$ cat src/rtl/pwm4_pkg.sv
package pwm4_pkg;
  typedef enum logic [1:0] {
    STEP_DIV1   = 2'd0,
    STEP_DIV8   = 2'd1,
    STEP_DIV64  = 2'd2,
    STEP_DIV512 = 2'd3
  } step_div_e;

  localparam int unsigned DUTY_LSB = 16;
endpackage

$ cat src/rtl/pwm4_regs.sv
module pwm4_regs
  import pwm4_pkg::*;
#(
  parameter int NUM_CH = 4,
  parameter int TB_W   = 8,
  parameter int ADDR_W = 8,
  parameter int DATA_W = 32
) (
  input  logic                            clk,
  input  logic                            rst,
  input  logic                            we,
  input  logic [ADDR_W-1:0]               addr,
  input  logic [DATA_W-1:0]               wdata,
  output logic [DATA_W-1:0]               rdata,
  output logic [NUM_CH-1:0]               en_o,
  output logic [NUM_CH-1:0][1:0]          code_o,
  output logic [NUM_CH-1:0][TB_W-1:0]     tb_o,
  output logic [NUM_CH-1:0][TB_W-1:0]     duty_o
);
  localparam int IDX_W    = ADDR_W - 2;
  localparam int CODE_LSB = NUM_CH;

  logic [IDX_W-1:0]  widx;
  logic [DATA_W-1:0] rd_mux;

  assign widx = addr[ADDR_W-1:2];

  always_comb begin
    rd_mux = '0;
    if (widx == '0) begin
      rd_mux[NUM_CH-1:0] = en_o;
      for (int c = 0; c < NUM_CH; c++)
        rd_mux[2*c+CODE_LSB +: 2] = code_o[c];
    end
    for (int c = 0; c < NUM_CH; c++) begin
      if (widx == IDX_W'(c + 1)) begin
        rd_mux[TB_W-1:0]         = tb_o[c];
        rd_mux[DUTY_LSB +: TB_W] = duty_o[c];
      end
    end
  end

  always_ff @(posedge clk) begin
    if (rst) begin
      en_o   <= '0;
      code_o <= '0;
      tb_o   <= '0;
      duty_o <= '0;
      rdata  <= '0;
    end else begin
      if (we) begin
        if (widx == '0) begin
          en_o <= wdata[NUM_CH-1:0];
          for (int c = 0; c < NUM_CH; c++)
            code_o[c] <= wdata[2*c+CODE_LSB +: 2];
        end
        for (int c = 0; c < NUM_CH; c++) begin
          if (widx == IDX_W'(c + 1)) begin
            tb_o[c]   <= wdata[TB_W-1:0];
            duty_o[c] <= wdata[DUTY_LSB +: TB_W];
          end
        end
      end
      rdata <= rd_mux;
    end
  end
endmodule

$ cat src/rtl/pwm4_prescaler.sv
module pwm4_prescaler
  import pwm4_pkg::*;
#(
  parameter int S0_W = 3,
  parameter int S1_W = 6
) (
  input  logic      clk,
  input  logic      rst,
  input  logic      clr,
  input  step_div_e code,
  output logic      tick
);
  logic [S0_W-1:0] s0_q;
  logic [S1_W-1:0] s1_q;
  logic            s0_full, s1_full, s1_adv;

  assign s0_full = &s0_q;
  assign s1_full = &s1_q;
  // the second stage follows the first only when both are chained
  assign s1_adv  = (code == STEP_DIV512) ? s0_full : 1'b1;

  always_comb begin
    unique case (code)
      STEP_DIV1:   tick = 1'b1;
      STEP_DIV8:   tick = s0_full;
      STEP_DIV64:  tick = s1_full;
      STEP_DIV512: tick = s0_full & s1_full;
      default:     tick = 1'b0;
    endcase
  end

  always_ff @(posedge clk) begin
    if (rst || clr) begin
      s0_q <= '0;
      s1_q <= '0;
    end else begin
      s0_q <= s0_q + 1'b1;
      if (s1_adv) s1_q <= s1_q + 1'b1;
    end
  end
endmodule

$ cat src/rtl/pwm4_channel.sv
module pwm4_channel
  import pwm4_pkg::*;
#(
  parameter int TB_W = 8
) (
  input  logic            clk,
  input  logic            rst,
  input  logic            en,
  input  logic [1:0]      code_sh,
  input  logic [TB_W-1:0] tb_sh,
  input  logic [TB_W-1:0] duty_sh,
  output logic            out
);
  logic            run_q;
  logic [1:0]      code_act;
  logic [TB_W-1:0] tb_act, duty_act, cnt_q;
  logic [1:0]      code_eff;
  logic [TB_W-1:0] tb_eff, duty_eff;
  logic            tick, wrap, ps_clr;

  // first running cycle uses the pending values directly
  assign code_eff = run_q ? code_act : code_sh;
  assign tb_eff   = run_q ? tb_act   : tb_sh;
  assign duty_eff = run_q ? duty_act : duty_sh;
  assign wrap     = (tb_eff == '0) || (cnt_q == tb_eff - 1'b1);
  assign ps_clr   = ~en | (tick & wrap);

  pwm4_prescaler i_prescaler (
    .clk  (clk),
    .rst  (rst),
    .clr  (ps_clr),
    .code (step_div_e'(code_eff)),
    .tick (tick)
  );

  always_ff @(posedge clk) begin
    if (rst) begin
      run_q    <= 1'b0;
      code_act <= '0;
      tb_act   <= '0;
      duty_act <= '0;
      cnt_q    <= '0;
      out      <= 1'b0;
    end else if (!en) begin
      run_q <= 1'b0;
      cnt_q <= '0;
      out   <= 1'b0;
    end else begin
      run_q <= 1'b1;
      if (!run_q || (tick && wrap)) begin
        code_act <= code_sh;
        tb_act   <= tb_sh;
        duty_act <= duty_sh;
      end
      if (tick) cnt_q <= wrap ? '0 : cnt_q + 1'b1;
      out <= (tb_eff != '0) && (cnt_q < duty_eff);
    end
  end
endmodule

$ cat src/rtl/pwm4_top.sv
module pwm4_top #(
  parameter int NUM_CH = 4,
  parameter int TB_W   = 8,
  parameter int ADDR_W = 8,
  parameter int DATA_W = 32
) (
  input  logic              clk,
  input  logic              rst,
  input  logic              bus_we,
  input  logic [ADDR_W-1:0] bus_addr,
  input  logic [DATA_W-1:0] bus_wdata,
  output logic [DATA_W-1:0] bus_rdata,
  output logic [NUM_CH-1:0] pwm_out
);
  logic [NUM_CH-1:0]           ctrl_en;
  logic [NUM_CH-1:0][1:0]      ctrl_code;
  logic [NUM_CH-1:0][TB_W-1:0] cfg_tb, cfg_duty;

  pwm4_regs #(
    .NUM_CH(NUM_CH), .TB_W(TB_W), .ADDR_W(ADDR_W), .DATA_W(DATA_W)
  ) i_regs (
    .clk    (clk),
    .rst    (rst),
    .we     (bus_we),
    .addr   (bus_addr),
    .wdata  (bus_wdata),
    .rdata  (bus_rdata),
    .en_o   (ctrl_en),
    .code_o (ctrl_code),
    .tb_o   (cfg_tb),
    .duty_o (cfg_duty)
  );

  for (genvar c = 0; c < NUM_CH; c++) begin : g_ch
    pwm4_channel #(.TB_W(TB_W)) i_channel (
      .clk     (clk),
      .rst     (rst),
      .en      (ctrl_en[c]),
      .code_sh (ctrl_code[c]),
      .tb_sh   (cfg_tb[c]),
      .duty_sh (cfg_duty[c]),
      .out     (pwm_out[c])
    );
  end
endmodule

$ cat config.mk
export PLATFORM = sky130hd
export DESIGN_NAME = pwm4_top
export DESIGN_NICKNAME = d
export VERILOG_FILES = /design/src/rtl/pwm4_pkg.sv /design/src/rtl/pwm4_regs.sv /design/src/rtl/pwm4_prescaler.sv /design/src/rtl/pwm4_channel.sv /design/src/rtl/pwm4_top.sv
export SDC_FILE = /design/constraint.sdc
export NUM_CORES = 1
export LEC_CHECK = 0
export ABC_AREA = 1
export BUFFER_PORTS_ARGS = -buffer_cell sky130_fd_sc_hd__buf_2
export CAP_MARGIN = 30
export CORE_MARGIN = 10
export CORE_UTILIZATION = 45
export CTS_CLUSTER_SIZE = 20
export DETAILED_ROUTE_END_ITERATION = 10
export PLACE_DENSITY = 0.6
export SETUP_SLACK_MARGIN = 0.05
export SYNTH_ARGS = -nofsm -noshare
export SYNTH_HDL_FRONTEND = slang
export SYNTH_SLANG_ARGS = --single-unit
$ cat constraint.sdc
create_clock -name clk -period 2.9 [get_ports clk]
set_input_delay 0.145 -clock clk [delete_from_list [all_inputs] [get_ports clk]]
set_output_delay 0.145 -clock clk [all_outputs]
set_load 0.05 [all_outputs]
Word level (Yosys, flattened, before mapping)
Cells that the tools add are included.
Widths: inputs -> output; s select.

word-level totals
  memories = 0
  bits of input ports = 43
  word-level logic and storage cells = 201
  latch bits = 0
  output and inout bits = 36
  bits in read-only memories = 0
  flip-flop bits (word level) = 256
  bits in writable memories = 0

cells by class
  equal/unequal tests = 20
  div/mod/pow operators = 0
  order comparisons = 4
  add/sub/neg operators = 16
  reduce and logical (&&, ||, !) cells = 59
  shift-type cells = 0
  multiplexer cells = 37
  bitwise gates (word level) = 17
  multipliers = 0

operators by type and width
  cell                 count
  $mux 8               20
  $add 8x1->8 const B  4
  $eq 8x8->1           4
  $logic_not 8->1      4
  $lt 8x8->1           4
  $reduce_bool 8->1    4
  $sub 8x1->8 const B  4
  $add 6x1->6 const B  4
  $reduce_and 6->1     4
  $reduce_and 2->1     9
  $eq 2x2->1 const B   8
  $pmux 1 s4           4
  $add 3x1->3 const B  4
  $eq 6x2->1 const B   2
  $logic_or 1x1->1     12
  $mux 12              1
  $reduce_and 3->1     4
  $reduce_or 2->1      5
  $and 1x1->1          8
  $eq 2x1->1 const B   4
  $logic_and 1x1->1    8
  $logic_not 2->1      4
  $mux 1               8
  $mux 2               4
  6 further kinds      16

Longest topological paths before layout
  word-level depth = 7
  mapped depth = 21
  mapped depth without buffers = 19

Cells and area by module
A second synthesis with hierarchy kept.

unflattened totals
  cells, all modules = 2131
  area, all modules = 14375.0 sq um

by module, submodules not included
  module          instances  area each (sq um)  cells each  seq. area each (sq um)
  pwm4_channel    4          2092.0             328         560.5
  pwm4_regs       1          4255.3             595         1921.8
  pwm4_prescaler  4          437.9              56          180.2

Least setup slack after synthesis
Ideal clock, no wire load.

  path type = register -> register
  start = register g_ch[3].i_channel.run_q
  end = register g_ch[3].i_channel.tb_act[5]
  data required time = 2.785 ns
  cell stages (with the launch flop) = 20
  path slack = 0.742 ns
  buffers on the path = 2
  arrival time = 2.043 ns
  period minus slack after synthesis = 2.158 ns
  cells stage by stage = dfxtp_1 > buf_6 > nand2_1 > nand2_1 > inv_2 > ha_1 > nand3_1 > nor2_1 > nand3b_1 > nand2_1 > nand2_1 > nand2_1 > nand3_1 > nand2_1 > nand2_2 > nand2_4 > buf_8 > nand3_1 > nand2_1 > nor2_1

on the way
  longest elaborated chain between the ends = 7

ends and longest elaborated chain
  element                                line                source
  start: declaration                     pwm4_channel.sv:14  logic run_q;
  start signal: assignment               pwm4_channel.sv:38  run_q <= 1'b0;
  start signal: assignment               pwm4_channel.sv:45  run_q <= 1'b0;
  start signal: assignment               pwm4_channel.sv:49  run_q <= 1'b1;
  $mux 8                                 pwm4_channel.sv:23  assign tb_eff = run_q ? tb_act : tb_sh;
  $sub 8x1->8                            pwm4_channel.sv:25  assign wrap = (tb_eff == '0) || (cnt_q == tb_eff - 1'b1);
  $eq 8x8->1                             pwm4_channel.sv:25
  $logic_or 1x1->1                       pwm4_channel.sv:25
  $logic_and 1x1->1                      pwm4_channel.sv:50  if (!run_q || (tick && wrap)) begin
  $logic_or 1x1->1 (*)                   pwm4_channel.sv:50
  $reduce_and 2->1 (no source line) (*)  --
  end signal: assignment                 pwm4_channel.sv:52  tb_act <= tb_sh;
  end: declaration                       pwm4_channel.sv:16  logic [TB_W-1:0] tb_act, duty_act, cnt_q;

Mark *: on every way between the ends. The rest lies on a longest branch, timed or not.
A chain may end at the register's enable or synchronous reset.

Worst setup path after layout
  start = register g_ch[2].i_channel.run_q
  end = register g_ch[2].i_channel.duty_act[2]

on the way
  longest elaborated chain between the ends = 7

ends and longest elaborated chain
  element                                line                source
  start: declaration                     pwm4_channel.sv:14
  start signal: assignment               pwm4_channel.sv:38
  start signal: assignment               pwm4_channel.sv:45
  start signal: assignment               pwm4_channel.sv:49
  $mux 8                                 pwm4_channel.sv:23
  $sub 8x1->8                            pwm4_channel.sv:25
  $eq 8x8->1                             pwm4_channel.sv:25
  $logic_or 1x1->1                       pwm4_channel.sv:25
  $logic_and 1x1->1                      pwm4_channel.sv:50
  $logic_or 1x1->1 (*)                   pwm4_channel.sv:50
  $reduce_and 2->1 (no source line) (*)  --
  end signal: assignment                 pwm4_channel.sv:53  duty_act <= duty_sh;
  end: declaration                       pwm4_channel.sv:16

Marked as above.

==> results.ini <==
[status]
outcome = complete, no violations

[synthesis]
ys_seq_area_share_pct = 38.13
ys_async_sr_fraction_pct = 0
synth.most_common_cell = nand2_1
synth_edf_count = 0
syn-instance-count = 1831
ys.flop_type = dfxtp_1
yosys.area.top_type = dfxtp_1
ys_warn_count = 0
ys_ff_latch = 244
synth_area_leaders = dfxtp_1 38%, nand2_1 12%, a21oi_1 7.3%
synth_top_area_share_pct = 38.13
synthDistinctLibCells = 56
ys_top_cells_by_count = 415 x nand2_1, 244 x dfxtp_1, 195 x nor2_1, 190 x inv_1, 188 x a21oi_1
synth_area_sq_um = 12810
syn_avg_cell_area_sq_um = 6.997

[timing]
fin_tns_setup_ps = 0
setup_violations = 0
slew_violations = 0
tightestPinTransition_ps = 918.4
clock_skew_ps = 17.59
fin_crit_ps = 2498
max_freq_mhz = 400.3
rsz0062_at_grt = false
hold_viol_final = 0
period_share_pct = 86.13
hold-worst-slack_ps = 25.44
relSlewSlack_pct = 38.62

[cts]
clk_pin_slew_worst_paths_ps = 70
cts_sinks = 244
cts_buffer_depth = 3
cts_max_level = 1
cts_tree = yes
numCtsBuffers = 27
cts_root_buf = clkbuf_16
clk_latency_ps = 550

[worst_setup_path]
worstSetupPathType = reg2reg
start_kind = flop
required_ps = 3350
crit_arrival_ps = 2940
reg2regPathDepth = 18
r2r_slack_ps = 400
path_max_fanout = 36
end_kind = flop

[grt]
met2_usage_pct = 28.76
grt_pass1_wl_mm = 54.15
grt_use_total_pct = 18.14
grt_max_degree = 58
grt_use_met1_pct = 24.69
grt_remaining_overflow = 0
antenna_found_initial = 0
gr-max-usage-layer = met2
grt_use_met3_pct = 3.471
grt_pass1_vias = 10520

[cells_and_area]
final-seq-area_sq_um = 4886
fin_area_sq_um = 14240
syn2layout_area_growth_pct = 11.16
utilization_pct = 50.98
multi_input_area_sq_um = 6564
finalNetCount = 1950
layout-drive-gt1-share_pct = 10.48
fillers = 2853
antennaDiodeCount = 0

[floorplanning]
num_io_pins = 79
start_util_pct = 45.86
die_y_um = 188.7
core_sq_um = 27930
row_count = 61
die_w_um = 188.7
floorplan.die_area_sq_um = 35620

[min_path]
hold_depth = 3
hp-class = in2reg

[drt]
wl_mm = 33.10
drt_iter0_drc = 663
ant_nets = 0
firstDrtPassIters = 5
vias = 11369
drc_errors = 0
wl_per_cell_um = 14.67
vias_per_cell = 5.037

[placement]
port_buffers = 52
dpl.hpwl_mm = 23.57
place.gp.congestion = 0.8702
place_area_sq_um = 13100

[power]
leakagePower_nw = 6.068
vdd_drop_max_uv = 484.2
power_density_nw_per_um2 = 520.3
power_w = 0.007410

[job]
cap_viol_max_count = 0

==> logic make-up (layout without fill, tap and decap cells) <==
logic type               count (synthesis)  count (layout)  share of synthesized area (%)
multiplexers                             1               1                        0.07814
XOR/XNOR                                34              34                          2.324
buffers and inverters                  304             341                          11.11
AO/OA/AOI/OAI                          377             377                          16.06
adder cells (fa/ha/maj)                 48              48                          4.688
flip-flops                             244             244                          38.13
other                                    1              12                        0.02927
AND/OR/NAND/NOR                        822             822                          27.58
==> routing by layer <==
metal | share of wire [%] | up-vias
li1 | - | 5947
met1 | 48 | 5145
met2 | 45 | 230
met3 | 5.6 | 47
met4 | 2.2 | 0
met5 | 0 | -
==> cells in the final DEF (no fill, tap or decap), drive strengths merged, types with 11 or more instances in the layout <==
cell type,n
a21oi,196
a221oi,11
a31oi,12
buf,70
clkbuf,34
clkinv,11
conb,12
dfxtp,244
dlygate4sd3,18
ha,48
inv,202
nand2,438
nand3,131
nand4,15
nor2,212
o21ai,137
xor2,28
==> registers in the layout (all words and copies together) (netlist names), 8 cells and up <==
signal and flops:
i_regs.tb_o 32, g_ch.i_channel.tb_act 32, i_regs.duty_o 32, i_regs.rdata 20, g_ch.i_channel.cnt_q 32, g_ch.i_channel.i_prescaler.s1_q 24, g_ch.i_channel.code_act 8, g_ch.i_channel.duty_act 32
i_regs.code_o 8, g_ch.i_channel.i_prescaler.s0_q 12
==> area by class of cell <==
type | instances | area share (%)
Tap cell | 378 | 3.321
Sequential cell | 244 | 34.31
Multi-Input combinational cell | 1294 | 46.09
Clock buffer | 34 | 5.140
Timing Repair Buffer | 88 | 4.129
Clock inverter | 15 | 1.529
Inverter | 204 | 5.482
==> path summary, 6_finish.rpt <==
| check | start | endpoint |
|---|---|---|
| min reg2reg | g_ch[3].i_channel.i_prescaler.s0_q[0] | g_ch[3].i_channel.i_prescaler.s0_q[0] |
| max | g_ch[2].i_channel.run_q | g_ch[2].i_channel.duty_act[2] |
| min | bus_wdata[6] | i_regs.tb_o[6] |
| max reg2reg | g_ch[2].i_channel.run_q | g_ch[2].i_channel.duty_act[2] |
==> critical path, stage by stage (launching register included) <==
cell and delay (ps):
dfxtp_1 440, inv_4 80, nand2_1 60, nand2_1 130, inv_2 140, ha_1 170, nand3_1 140, nor2_2 200
nand3b_1 130, nand2_1 80, nand2_1 50, nand2_1 50, nand3_1 120, nand2_2 100, nand2_4 80, nand2_8 190
nand3_1 110, nand2_1 70, nor2_1 40
==> repair_timing <==
item | 4_1_cts | 5_1_grt
endpoints found under the hold margin | 58 | 0
hold buffers | 18 | 0
endpoints found under the setup margin | 0 | 41
setup buffers | 0 | 0
gates resized for setup | 0 | 3
==> per-stage QoR <==
step	setup WS, ps	cells
global placement	378.9	2190
CTS	288.8	2257
detailed placement	304.7	2190
floorplan	741.8	1842
global route	108.7	2257
finish	402.2	2257
==> power by group <==
part	internal, W	leakage (nW)	total, W	switching [W]
Combinational	0.000109	3.64	0.000342	0.000233
Sequential	0.00337	1.97	0.00338	0.0000101
Clock	0.00223	0.466	0.00369	0.00145
Total	0.00571	6.07	0.00741	0.00170
(Power assumes the default switching activity.)
